[src/rtl/nptr_pkg.sv]
package nptr_pkg;
   typedef enum logic [1:0] {
      AREA_LO    = 2'd0,
      AREA_HI    = 2'd1,
      AREA_SPARE = 2'd2
   } area_e;

   localparam logic [7:0] OP_SEL_LO   = 8'h00;
   localparam logic [7:0] OP_SEL_HI   = 8'h01;
   localparam logic [7:0] OP_SEL_SP   = 8'h50;
   localparam logic [7:0] OP_LOAD     = 8'h80;
   localparam logic [7:0] OP_PROG     = 8'h10;
   localparam logic [7:0] OP_ERS_SET  = 8'h60;
   localparam logic [7:0] OP_ERS_GO   = 8'hD0;
   localparam logic [7:0] OP_STATUS   = 8'h70;
   localparam logic [7:0] OP_IDENT    = 8'h90;
   localparam logic [7:0] OP_RESET    = 8'hFF;

   typedef struct packed {
      logic sel_lo;
      logic sel_hi;
      logic sel_sp;
      logic prog_go;
      logic ers_setup;
      logic rst_cmd;
      logic legal;
   } cmd_dec_t;
endpackage

[src/rtl/nptr_cmd_dec.sv]
module nptr_cmd_dec
   import nptr_pkg::*;
#(
   parameter int DATA_W = 8
) (
   input  logic [DATA_W-1:0] opcode,
   input  logic              spare_lock,
   output cmd_dec_t          dec
);
   function automatic logic is_op(input logic [DATA_W-1:0] v, input logic [7:0] op);
      return v == DATA_W'(op);
   endfunction

   logic known;

   always_comb begin
      known = is_op(opcode, OP_SEL_LO) || is_op(opcode, OP_SEL_HI) ||
              is_op(opcode, OP_SEL_SP) || is_op(opcode, OP_LOAD)   ||
              is_op(opcode, OP_PROG)   || is_op(opcode, OP_ERS_SET) ||
              is_op(opcode, OP_ERS_GO) || is_op(opcode, OP_STATUS) ||
              is_op(opcode, OP_IDENT)  || is_op(opcode, OP_RESET);
      dec.sel_lo    = is_op(opcode, OP_SEL_LO);
      dec.sel_hi    = is_op(opcode, OP_SEL_HI);
      dec.sel_sp    = is_op(opcode, OP_SEL_SP) && !spare_lock;
      dec.prog_go   = is_op(opcode, OP_PROG);
      dec.ers_setup = is_op(opcode, OP_ERS_SET);
      dec.rst_cmd   = is_op(opcode, OP_RESET);
      dec.legal     = known && !(is_op(opcode, OP_SEL_SP) && spare_lock);
   end
endmodule

[src/rtl/nptr_area_reg.sv]
module nptr_area_reg
   import nptr_pkg::*;
(
   input  logic  clk,
   input  logic  rst_n,
   input  logic  cmd_stb,
   input  logic  sel_lo,
   input  logic  sel_hi,
   input  logic  sel_sp,
   input  logic  prog_go,
   input  logic  rst_cmd,
   input  logic  legal,
   input  logic  col_load,
   output area_e area_q
);
   always_ff @(posedge clk or negedge rst_n) begin
      if (!rst_n) begin
         area_q <= AREA_LO;
      end else if (cmd_stb) begin
         if (rst_cmd || sel_lo)  area_q <= AREA_LO;
         else if (sel_hi)        area_q <= AREA_HI;
         else if (sel_sp)        area_q <= AREA_SPARE;
         else if (prog_go)       area_q <= (area_q == AREA_SPARE) ? AREA_SPARE : AREA_LO;
      end else if (col_load && area_q == AREA_HI) begin
         area_q <= AREA_LO;
      end
   end


   hi_one_shot_chk: assert property (@(posedge clk) disable iff (!rst_n)
      (col_load && !cmd_stb && area_q == AREA_HI) |=> (area_q == AREA_LO));


   bad_op_hold_chk: assert property (@(posedge clk) disable iff (!rst_n)
      (cmd_stb && !legal) |=> (area_q == $past(area_q)));
endmodule

[src/rtl/nptr_col_ctr.sv]
module nptr_col_ctr
   import nptr_pkg::*;
#(
   parameter int DATA_W      = 8,
   parameter int MAIN_BYTES  = 512,
   parameter int SPARE_BYTES = 16,
   localparam int COL_W      = $clog2(MAIN_BYTES + SPARE_BYTES),
   localparam int HALF_W     = $clog2(MAIN_BYTES / 2),
   localparam int SPARE_W    = $clog2(SPARE_BYTES)
) (
   input  logic              clk,
   input  logic              rst_n,
   input  logic              cmd_stb,
   input  logic              col_zero,
   input  logic              load,
   input  area_e             load_area,
   input  logic [DATA_W-1:0] load_d,
   input  logic              rd_stb,
   input  logic              wr_stb,
   input  logic              spare_lock,
   output logic [COL_W-1:0]  col,
   output logic              eop,
   output logic              page_next,
   output logic              overrun
);
   localparam logic [COL_W-1:0] HALF_BASE  = COL_W'(MAIN_BYTES / 2);
   localparam logic [COL_W-1:0] SPARE_BASE = COL_W'(MAIN_BYTES);
   localparam logic [COL_W-1:0] LAST_MAIN  = COL_W'(MAIN_BYTES - 1);
   localparam logic [COL_W-1:0] LAST_FULL  = COL_W'(MAIN_BYTES + SPARE_BYTES - 1);

   logic [COL_W-1:0] wrap_base;
   logic [COL_W-1:0] load_val;
   logic [COL_W-1:0] last_col;
   logic             full_q;

   always_comb begin
      unique case (load_area)
         AREA_HI:    load_val = HALF_BASE + COL_W'(load_d[HALF_W-1:0]);
         AREA_SPARE: load_val = SPARE_BASE + COL_W'(load_d[SPARE_W-1:0]);
         default:    load_val = COL_W'(load_d[HALF_W-1:0]);
      endcase
      last_col = spare_lock ? LAST_MAIN : LAST_FULL;
      eop      = (col == last_col);
   end

   always_ff @(posedge clk or negedge rst_n) begin
      if (!rst_n) begin
         col       <= '0;
         wrap_base <= '0;
         full_q    <= 1'b0;
         overrun   <= 1'b0;
         page_next <= 1'b0;
      end else begin
         page_next <= 1'b0;
         if (cmd_stb) begin
            overrun <= 1'b0;
            full_q  <= 1'b0;
            if (col_zero) begin
               col       <= '0;
               wrap_base <= '0;
            end
         end else if (load) begin
            col       <= load_val;
            wrap_base <= (load_area == AREA_SPARE) ? SPARE_BASE : '0;
            full_q    <= 1'b0;
         end else if (rd_stb) begin
            if (eop) begin
               col       <= wrap_base;
               page_next <= 1'b1;
            end else begin
               col <= col + 1'b1;
            end
         end else if (wr_stb) begin
            if (full_q)   overrun <= 1'b1;
            else if (eop) full_q  <= 1'b1;
            else          col     <= col + 1'b1;
         end
      end
   end


   read_wrap_chk: assert property (@(posedge clk) disable iff (!rst_n)
      (rd_stb && !cmd_stb && !load && eop) |=>
         (page_next && (col == '0 || col == SPARE_BASE)));


   write_hold_chk: assert property (@(posedge clk) disable iff (!rst_n)
      (wr_stb && !rd_stb && !cmd_stb && !load && eop) |=> (col == $past(col)));


   ovr_cause_chk: assert property (@(posedge clk) disable iff (!rst_n)
      $rose(overrun) |-> $past(wr_stb));
endmodule

[src/rtl/nand_ptr_unit.sv]
module nand_ptr_unit
   import nptr_pkg::*;
#(
   parameter int DATA_W      = 8,
   parameter int MAIN_BYTES  = 512,
   parameter int SPARE_BYTES = 16
) (
   input  logic                                       clk,
   input  logic                                       rst_n,
   input  logic                                       cmd_vld,
   input  logic                                       addr_vld,
   input  logic                                       rd_stb,
   input  logic                                       wr_stb,
   input  logic [DATA_W-1:0]                          bus_d,
   input  logic                                       spare_lock,
   output logic [$clog2(MAIN_BYTES+SPARE_BYTES)-1:0]  col,
   output logic [1:0]                                 area,
   output logic                                       end_of_page,
   output logic                                       page_next,
   output logic                                       overrun,
   output logic                                       illegal_cmd
);
   localparam int HALF_W  = $clog2(MAIN_BYTES / 2);
   localparam int SPARE_W = $clog2(SPARE_BYTES);

   generate
      if (MAIN_BYTES < 4 || (MAIN_BYTES & (MAIN_BYTES - 1)) != 0) begin : g_bad_main
         $error("MAIN_BYTES must be a power of two, at least 4");
      end
      if (SPARE_BYTES < 2 || (SPARE_BYTES & (SPARE_BYTES - 1)) != 0 ||
          SPARE_BYTES > MAIN_BYTES / 2) begin : g_bad_spare
         $error("SPARE_BYTES must be a power of two between 2 and MAIN_BYTES/2");
      end
      if (DATA_W < 8 || DATA_W < HALF_W || DATA_W < SPARE_W) begin : g_bad_width
         $error("DATA_W too narrow for opcodes or column offsets");
      end
   endgenerate

   cmd_dec_t dec;
   area_e    area_q;
   logic     addr_s, rd_s, wr_s, first_addr, col_load;

   assign addr_s   = addr_vld && !cmd_vld;
   assign rd_s     = rd_stb && !cmd_vld && !addr_vld;
   assign wr_s     = wr_stb && !cmd_vld && !addr_vld && !rd_stb;
   assign col_load = addr_s && first_addr;
   assign area     = area_q;

   nptr_cmd_dec #(.DATA_W(DATA_W)) u_dec (
      .opcode     (bus_d),
      .spare_lock (spare_lock),
      .dec        (dec)
   );

   always_ff @(posedge clk or negedge rst_n) begin
      if (!rst_n) begin
         first_addr  <= 1'b0;
         illegal_cmd <= 1'b0;
      end else if (cmd_vld) begin
         first_addr  <= !dec.ers_setup;
         illegal_cmd <= !dec.legal;
      end else if (addr_s) begin
         first_addr  <= 1'b0;
      end
   end

   nptr_area_reg u_area (
      .clk      (clk),
      .rst_n    (rst_n),
      .cmd_stb  (cmd_vld),
      .sel_lo   (dec.sel_lo),
      .sel_hi   (dec.sel_hi),
      .sel_sp   (dec.sel_sp),
      .prog_go  (dec.prog_go),
      .rst_cmd  (dec.rst_cmd),
      .legal    (dec.legal),
      .col_load (col_load),
      .area_q   (area_q)
   );

   nptr_col_ctr #(
      .DATA_W      (DATA_W),
      .MAIN_BYTES  (MAIN_BYTES),
      .SPARE_BYTES (SPARE_BYTES)
   ) u_col (
      .clk        (clk),
      .rst_n      (rst_n),
      .cmd_stb    (cmd_vld),
      .col_zero   (dec.rst_cmd),
      .load       (col_load),
      .load_area  (area_q),
      .load_d     (bus_d),
      .rd_stb     (rd_s),
      .wr_stb     (wr_s),
      .spare_lock (spare_lock),
      .col        (col),
      .eop        (end_of_page),
      .page_next  (page_next),
      .overrun    (overrun)
   );


   reset_op_chk: assert property (@(posedge clk) disable iff (!rst_n)
      (cmd_vld && dec.rst_cmd) |=> (col == '0 && area == 2'd0));


   spare_lock_chk: assert property (@(posedge clk) disable iff (!rst_n)
      (cmd_vld && spare_lock && !dec.legal) |=> (illegal_cmd && $stable(area)));
endmodule

[config.mk]
export PLATFORM = sky130hd
export DESIGN_NAME = nand_ptr_unit
export DESIGN_NICKNAME = d
export VERILOG_FILES = /design/src/rtl/nptr_pkg.sv /design/src/rtl/nptr_cmd_dec.sv /design/src/rtl/nptr_area_reg.sv /design/src/rtl/nptr_col_ctr.sv /design/src/rtl/nand_ptr_unit.sv
export SDC_FILE = /design/constraint.sdc
export NUM_CORES = 1
export LEC_CHECK = 0
export ABC_AREA = 1
export ABC_CLOCK_PERIOD_IN_PS = 2000
export BUFFER_PORTS_ARGS = -buffer_cell sky130_fd_sc_hd__buf_4
export CORE_AREA = 4 4 68 70
export DETAILED_ROUTE_END_ITERATION = 10
export DIE_AREA = 0 0 72 74
export MAX_ROUTING_LAYER = met4
export PLACE_DENSITY = 0.7
export SLEW_MARGIN = 20
export SYNTH_ARGS = -nofsm -noshare
export SYNTH_HDL_FRONTEND = slang
export SYNTH_HIERARCHICAL = 1
export SYNTH_SLANG_ARGS = --single-unit
[constraint.sdc]
create_clock -name clk -period 2 [get_ports clk]
set_clock_uncertainty 0.15 [all_clocks]
set_input_delay 0.3 -clock clk [delete_from_list [all_inputs] [get_ports clk]]
set_output_delay 0.3 -clock clk [all_outputs]
set_load 0.1 [all_outputs]
After elaboration in Yosys (flattened, before gate mapping)
Index checks and enable logic that the tools add are counted.

Bits in registers: 27. Input bits: 15. Output and inout port bits: 16. Word-level logic and storage cells: 107.

$add $sub $neg: 3. Equal/unequal tests: 19. Muxes and demuxes: 36. Reduce and logical (&&, ||, !) cells: 41.

Operators by type and width (number): $mux 10 (12); $eq 8x8->1 const B (4); $eq 8x7->1 const B (3); $pmux 10 s2 (1); $mux 1 (16); $mux 2 (7); $logic_and 1x1->1 (11); $add 10x1->10 const B (1); $add 10x4->10 const A (1); $add 9x8->10 const A (1); $eq 10x10->1 (1); $logic_or 1x1->1 (10); $reduce_bool 2->1 (5); $eq 8x1->1 const B (1); $eq 8x5->1 const B (1); $logic_not 8->1 (1); $reduce_and 4->1 (2); $logic_not 1->1 (7); $reduce_and 2->1 (3); $ne 5x1->1 const B (1); $ne 2x2->1 const B (2); $ne 4x2->1 const B (1); $ne 4x4->1 const B (1); $reduce_bool 4->1 (1); other kinds (5) (5).

Logic depth before layout (Yosys ltp)
Gate-level depths: netlist of run 1.

Depth after elaboration: 12. Depth in mapped cells: 12. Depth with buffers taken out: 12.

By module
The synthesis of run 1 kept the hierarchy.

By module, submodules not included: nptr_col_ctr (instances 1, cells each 170, area an instance 1108.6 sq um, sequential area each 350.3 sq um); nptr_area_reg (instances 1, cells each 26, area an instance 161.4 sq um, sequential area each 50.0 sq um); nptr_cmd_dec (instances 1, cells each 38, area an instance 158.9 sq um, sequential area each 0.0 sq um); nand_ptr_unit (instances 1, cells each 16, area an instance 108.9 sq um, sequential area each 50.0 sq um).

Worst setup path before layout of run 1
No wires, ideal clock.

Path kind: reg-to-reg. From: register u_col.col[0]. To: register u_col.col[0]. Data arrival time: 2.557 ns. Setup slack: -0.829 ns. Stages on the path, launching flop included: 11. Path buffers: 0. Cells stage by stage: dfrtp_1 ha_1 nand2_2 nor2_4 nand3_2 nand2_2 nand2_4 nand2_1 nor2_1 nor2_1 nor2_1.

Elaborated cells between the ends (all ways): 11. Classes of those cells: add/sub: 1; eq/ne: 2; mux: 7; reduce/logical: 1.

RTL lines: start, declared (RTL line nptr_col_ctr.sv:21) `output logic [COL_W-1:0] col,`; start signal, assigned (RTL line nptr_col_ctr.sv:63) `col <= load_val;`; start signal, assigned (RTL line nptr_col_ctr.sv:68) `col <= wrap_base;`; start signal, assigned (RTL line nptr_col_ctr.sv:71) `col <= col + 1'b1;`; $eq 10x10->1 (*) (RTL line nptr_col_ctr.sv:43) `eop = (col == last_col);`; via end_of_page (RTL line nand_ptr_unit.sv:18) `output logic end_of_page,`; $mux 10 (RTL line nptr_col_ctr.sv:67) `if (eop) begin`; $mux 10 (RTL line nptr_col_ctr.sv:66) `end else if (rd_stb) begin`; $mux 10 (RTL line nptr_col_ctr.sv:62) `end else if (load) begin`; $mux 10 (RTL line nptr_col_ctr.sv:55) `if (cmd_stb) begin`.

The timed path passes the listed nets; every way through them passes the cells marked *. The select of a mux whose other input is x is not followed. A chain may end at the register's enable or synchronous reset.

Worst setup path after layout of run 1
From: register u_col.col[0]. To: output port end_of_page.

Cells in the longest elaborated chain, start to end: 1.

RTL lines (RTL line): $eq 10x10->1 (nptr_col_ctr.sv:43); end, declared (nand_ptr_unit.sv:18).

No other way between the ends.

==> results of run 1 <==
-- metrics by stage --
stage | util | area, um^2 | hold WS [ps]
2_1_floorplan | - | 1610 | -146
3_3_place_gp | 0.478 | 1900 | 36.3
3_5_place_dp | 0.478 | 1900 | 38.1
4_1_cts | 0.498 | 1980 | 149
5_1_grt | 0.505 | 2000 | 164
6_report | 0.505 | 2000 | 151
-- flip-flops by register name, summed over array words and instances (netlist names) --
name	cells
illegal_cmd	1
u_col/overrun	1
u_col/full_q	1
u_col/col	10
u_col/page_next	1
u_col/wrap_base	1
u_area/area_q	2
first_addr	1
-- worst paths after layout --
check / from / end / depth (start not counted) / slack, ps
setup reg to reg: u_col/col[0]$_DFFE_PN0P_ / u_col/col[9]$_DFFE_PN0P_ / 11 / 170
hold reg to reg: first_addr$_DFFE_PN0P_ / first_addr$_DFFE_PN0P_ / 2 / 330
setup / recovery: u_col/col[0]$_DFFE_PN0P_ / end_of_page / 6 / 50
min in group asynchronous: rst_n / u_col/col[6]$_DFFE_PN0P_ / 2 / 300
max in group asynchronous: rst_n / u_col/col[1]$_DFFE_PN0P_ / 2 / 1180
hold / removal: addr_vld / first_addr$_DFFE_PN0P_ / 4 / 150
-- power groups by stage --
stage | combinational, uW | clock (uW) | sequential, uW
2_1_floorplan | 233 | 0 | 791
3_3_place_gp | 692 | 0 | 499
3_5_place_dp | 700 | 0 | 502
4_1_cts | 716 | 276 | 489
5_1_grt | 778 | 295 | 498
6_report | 725 | 269 | 488
-- cell type report --
| type | instances | area (um^2) | area share |
|---|---|---|---|
| inverters | 42 | 158 | 0.0787 |
| flip-flops and latches | 18 | 469 | 0.234 |
| well taps | 50 | 62.6 | 0.0312 |
| repair buffers | 39 | 308 | 0.154 |
| clock buffers | 4 | 45.0 | 0.0225 |
| multi-input cells | 188 | 962 | 0.480 |
-- repair_timing --
action | CTS | global route
hold buffers | 1 | 0
setup buffers | 2 | 3
resized for setup | 3 | 1
setup endpoints to repair | 1 | 1
pin swaps | 1 | 5
endpoints found under the hold margin | 18 | 0
-- layer usage --
layer | routed length [um] | part of all wire | GRT usage
met2 | 1830 | 0.48 | 0.259
met1 | 1740 | 0.45 | 0.202
met3 | 211 | 0.055 | 0.0257
met4 | 45 | 0.012 | 0.0501
met5 | 0 | 0 | -
-- cells by family (layout without fill, tap and decap cells) --
logic type / after synthesis / count (layout) / share of synthesized area
compound gates: 17 / 17 / 0.0692
xor+xnor: 3 / 3 / 0.0171
fa+ha+maj: 4 / 4 / 0.0325
buf+inv: 44 / 85 / 0.115
flops: 18 / 18 / 0.293
simple gates: 164 / 164 / 0.474
-- layout by cell type, fill, tap and decap left out, types with 2 or more instances in the layout --
cell,synthesis,routed
nand4_1,3,3
dfrtp_4,0,2
nor2_1,47,46
nand2_1,78,77
inv_1,39,39
nand3_4,0,2
clkbuf_8,0,3
o21ai_2,3,3
buf_4,0,37
nor4_1,2,2
dfrtp_1,18,7
a21oi_1,3,3
nand2_4,2,3
nor2_2,3,4
inv_2,3,3
o21ai_0,7,7
nand3_1,15,15
nand2_2,7,6
xor2_1,3,3
ha_1,4,3
dfrtp_2,0,9
nor2_4,2,2
-- critical path, delay by kind of cell, from the launching register on --
| kind | cells | cell delay (ps) |
|---|---|---|
| AND/OR/NAND/NOR | 4 | 490 |
| flip-flops | 1 | 430 |
| adder cells (fa/ha/maj) | 1 | 150 |
| buffers and inverters | 1 | 170 |
==> results.txt, run 1 <==
Critical Path Start Type -> register
CTS max path bufs -> 2
Synth Flop Type -> dfrtp_1
Setup TNS -> 0 ps
switching power -> 731 uW
die area -> 0.00533 mm^2
CTS clock-pin slew for the worst setup and hold paths -> 70 ps
post-synthesis sequential area ratio -> 0.293
Crit path largest cell delay -> 430 ps
post-synth top area share -> 0.293
Distinct cells, synth -> 26
# rows -> 23
largest net degree at the start of global routing -> 19
htree depth -> 1
Worst EP required -> 1550 ps
Logic pwr share -> 0.489
drt pass-1 iters -> 4
Clock power frac -> 0.182
fill cell count -> 426
Synth Net Count -> 269
Die Span X -> 72 um
fin crit share -> 0.977
number of inserted diodes -> 0
Total GRT Usage -> 0.159
final setup vio count -> 0
Mapped Cells -> 250
starting density of the core -> 0.387
count leader, synth -> nand2_1
ys async rst share -> 1.00
Root Driver -> clkbuf_8
Worst-Margin Slew -> 428 ps
status -> completed
DR vias/cell -> 4.76
WL/cell -> 11.2 um
DRC viols -> 0
Yosys top cell by area -> dfrtp_1
placed cells -> 331
synthesized flop and latch total -> 18
synth-to-layout area growth -> 30.3%
routability cong. -> 0.874
Power Density -> 739 mW/mm^2
Final ANT Viol Nets -> 0
max-cap violations -> 0
non-filler cells, final -> 341
vias post-DR -> 1622
switching share of power -> 0.493
LEAKAGE -> 0.00108 uW
IO Port Bufs -> 30
layout cell share with drive strength beyond 1 -> 0.268
unrepaired setup endpoints after global routing -> yes
core area -> 0.00397 mm^2
synthesized area -> 0.00154 mm^2
1st-iter DRT viols -> 81
Post-synth EDFFs -> 0
first-pass GRT wire length -> 6.48 mm
Synth area leaders -> dfrtp_1 (29%), nand2_1 (19%), nor2_1 (11%)
CTS sink cnt -> 18
CTS tree -> yes
crit path kind -> register to output pin
yosys warns -> 6
Final #Nets -> 311
setup ws final -> 45.0 ps
initial antenna violation count -> 0
Final Hold Viols -> 0
vias in the first global route -> 1475
pre-CTS setup slack -> 112 ps
post-layout min period -> 1950 ps
maximum VDD drop -> 0.288 mV
commonest cells in the netlist -> nand2_1 (78), nor2_1 (47), inv_1 (39), dfrtp_1 (18), nand3_1 (15)
Critical Path AT -> 1500 ps
CP endpoint kind -> output pin
critical-path cell list -> ha_4 -> nand2_4 -> nor2_4 -> nand3_4 -> nand2_8 -> buf_12
f_max -> 0.512 GHz
Tot Pwr -> 1480 uW
sequential share of power -> 0.329
CP max FO -> 4
total wire length -> 3.83 mm
class of the worst hold path -> input port to register
Slew Viols, Final -> 0
grt ovf -> 0
CTS Buf Count -> 3
Rel. slew slack -> 0.715
io pins -> 31
HPWL Detailed -> 3.10 mm
slowest cell on the critical path -> dfrtp_4
die height -> 74 um
Pint -> 751 uW
clock latency on the worst-skew pair -> 250 ps
Syn Area/Cell -> 6.15 um^2
Power figures use the tool's default switching activity.
==> inputs of run 2 (changes only) <==
- ABC_CLOCK_PERIOD_IN_PS: 2000 -> 2100
- clock period: 2 -> 2.1 ns (I/O delays scaled with it)
==> results.txt, run 2 (same netlist as run 1, synthesis figures left out) <==
status -> completed (unchanged)
Root Driver -> clkbuf_8 (unchanged)
slowest cell on the critical path -> dfrtp_4 (unchanged)
Worst EP required -> 1630 ps (was 1550 ps)
layout cell share with drive strength beyond 1 -> 0.245 (was 0.268)
Final #Nets -> 306 (was 311)
RR Endpoint -> u_col/col[0]$_DFFE_PN0P_ (was u_col/col[9]$_DFFE_PN0P_)
Final Hold Viols -> 0 (unchanged)
Critical Path Start Type -> register (unchanged)
reg2reg setup slack -> 260 ps (was 170 ps)
synth-to-layout area growth -> 26.5% (was 30.3%)
routability cong. -> 0.849 (was 0.874)
CTS Buf Count -> 3 (unchanged)
Power Density -> 710 mW/mm^2 (was 739 mW/mm^2)
vias post-DR -> 1578 (was 1622)
f_max -> 0.495 GHz
core area -> 0.00397 mm^2 (unchanged)
Met1 Wirelength -> 1.77 mm (was 1.74 mm)
final setup vio count -> 0 (unchanged)
Setup crit start -> u_col/col[0]$_DFFE_PN0P_ (unchanged)
CP endpoint kind -> output pin (unchanged)
starting density of the core -> 0.387 (unchanged)
hold path start -> addr_vld (unchanged)
CP max FO -> 4 (unchanged)
class of the worst hold path -> input port to register (unchanged)
Setup TNS -> 0 ps (unchanged)
critical-path cell list -> ha_2 -> nand2_2 -> nor2_4 -> nand3_4 -> nand2_8 -> buf_12 (was ha_4 -> nand2_4 -> nor2_4 -> nand3_4 -> nand2_8 -> buf_12)
Worst-Margin Slew -> 521 ps (was 428 ps)
post-layout min period -> 2020 ps
Final ANT Viol Nets -> 0 (unchanged)
Rel. slew slack -> 0.650 (was 0.715)
grt ovf -> 0 (unchanged)
DR WL met3 -> 184 um (was 211 um)
Top Layer Used -> met4 (unchanged)
DR vias/cell -> 4.70 (was 4.76)
Crit path largest cell delay -> 430 ps (about the same)
max-cap violations -> 0 (unchanged)
1st-iter DRT viols -> 96 (was 81)
LEAKAGE -> 0.00104 uW (was 0.00108 uW)
Tot Pwr -> 1380 uW (was 1480 uW)
initial antenna violation count -> 0 (unchanged)
total wire length -> 3.73 mm (was 3.83 mm)
largest net degree at the start of global routing -> 19 (unchanged)
io pins -> 31 (unchanged)
crit path kind -> register to output pin (unchanged)
Total GRT Usage -> 0.162 (was 0.159)
CTS sink cnt -> 18 (unchanged)
CTS tree -> yes (unchanged)
vias in the first global route -> 1465 (was 1475)
first-pass GRT wire length -> 6.67 mm (was 6.48 mm)
DRC viols -> 0 (unchanged)
clock latency on the worst-skew pair -> 260 ps (was 250 ps)
placed cells -> 329 (was 331)
CTS clock-pin slew for the worst setup and hold paths -> 70 ps (about the same)
commonest non-fill, non-tap cell in the layout -> nand2_1 (unchanged)
maximum VDD drop -> 0.250 mV (was 0.288 mV)
Slew Viols, Final -> 0 (unchanged)
Largest Register -> u_col/col (unchanged)
# rows -> 23 (unchanged)
IO Port Bufs -> 30 (unchanged)
commonest cells after routing, fill and taps aside -> nand2_1 (78), nor2_1 (47), inv_1 (39) (was nand2_1 (77), nor2_1 (46), inv_1 (39))
drt pass-1 iters -> 5 (was 4)
Worst Reg-to-Reg Cells -> 10 (was 11)
die area -> 0.00533 mm^2 (unchanged)
number of inserted diodes -> 0 (unchanged)
max FFs per register -> 10 (unchanged)
Critical Path AT -> 1560 ps (was 1500 ps)
CTS max path bufs -> 2 (unchanged)
die height -> 74 um (unchanged)
Met2 Routed Length -> 1.73 mm (was 1.83 mm)
Die Span X -> 72 um (unchanged)
unrepaired setup endpoints after global routing -> no (was yes)
top flop regs -> u_col/col: 10 flops, u_area/area_q: 2 flops (unchanged)
non-filler cells, final -> 336 (was 341)
htree depth -> 1 (unchanged)
worst r2r src -> u_col/col[0]$_DFFE_PN0P_ (unchanged)
CP endpoint -> end_of_page (unchanged)
fin crit share -> 0.963
WL/cell -> 11.1 um (was 11.2 um)
HPWL Detailed -> 2.97 mm (was 3.10 mm)
fin util -> 0.490 (was 0.505)
## run 2: cell types whose count changed in the layout (fill, tap and decap cells not counted), sizes merged
cell  previous run  this run
buf             38        33
## run 2: where the power goes
part           leakage, uW  internal [uW]  switching [uW]
clock            0.0000228            135             119
combinational     0.000801            166             497
sequential        0.000220            399            64.8
## run 2: cell type report
cell class / count / area, um^2
Clock buffer: 4 / 45.0
Fill cell: 435 / 2030
Inverter: 42 / 158
Multi-Input combinational cell: 188 / 942
Sequential cell: 18 / 468
Tap cell: 50 / 62.6
Timing Repair Buffer: 34 / 270
## run 2: worst min path at each step
stage	endpoint	slack [ps]	cells past startpoint
6_report	first_addr$_DFFE_PN0P_	160	4
2_1_floorplan	first_addr$_DFFE_PN0P_	-130	0
4_1_cts	first_addr$_DFFE_PN0P_	160	4
3_5_place_dp	u_col/full_q$_DFFE_PN0P_	50	1
3_3_place_gp	u_col/page_next$_DFF_PN0_	50	1
5_1_grt	first_addr$_DFFE_PN0P_	170	4
## run 2: stage by stage
| stage | instance area (um^2) | hold slack (ps) | worst slack [ps] |
|---|---|---|---|
| 2_1_floorplan | 1570 | -131 | 3.94 |
| 3_3_place_gp | 1850 | 52.3 | 218 |
| 3_5_place_dp | 1850 | 54.1 | 181 |
| 4_1_cts | 1930 | 160 | 8.57 |
| 5_1_grt | 1950 | 173 | 15.0 |
| 6_report | 1950 | 160 | 78.2 |
## run 2: worst max-delay path, delay by kind of cell (launching register included)
family | cells | cell delay, ps
adders and majority gates | 1 | 190
buffers and inverters | 1 | 170
DFF | 1 | 430
and+or+nand+nor | 4 | 500
## run 2: layer usage
layer,track usage,vias to the layer above
met5,-,-
met3,0.0162,4
li1,-,836
met1,0.214,704
met4,0.0564,0
met2,0.260,34
## run 2: repair_timing
item                       CTS  global route
buffers inserted             0             2
setup endpoints to repair    1             1
pin swaps                    0             1
hold buffers                 1             0
resized for setup            5             1
hold endpoints to repair    18             0
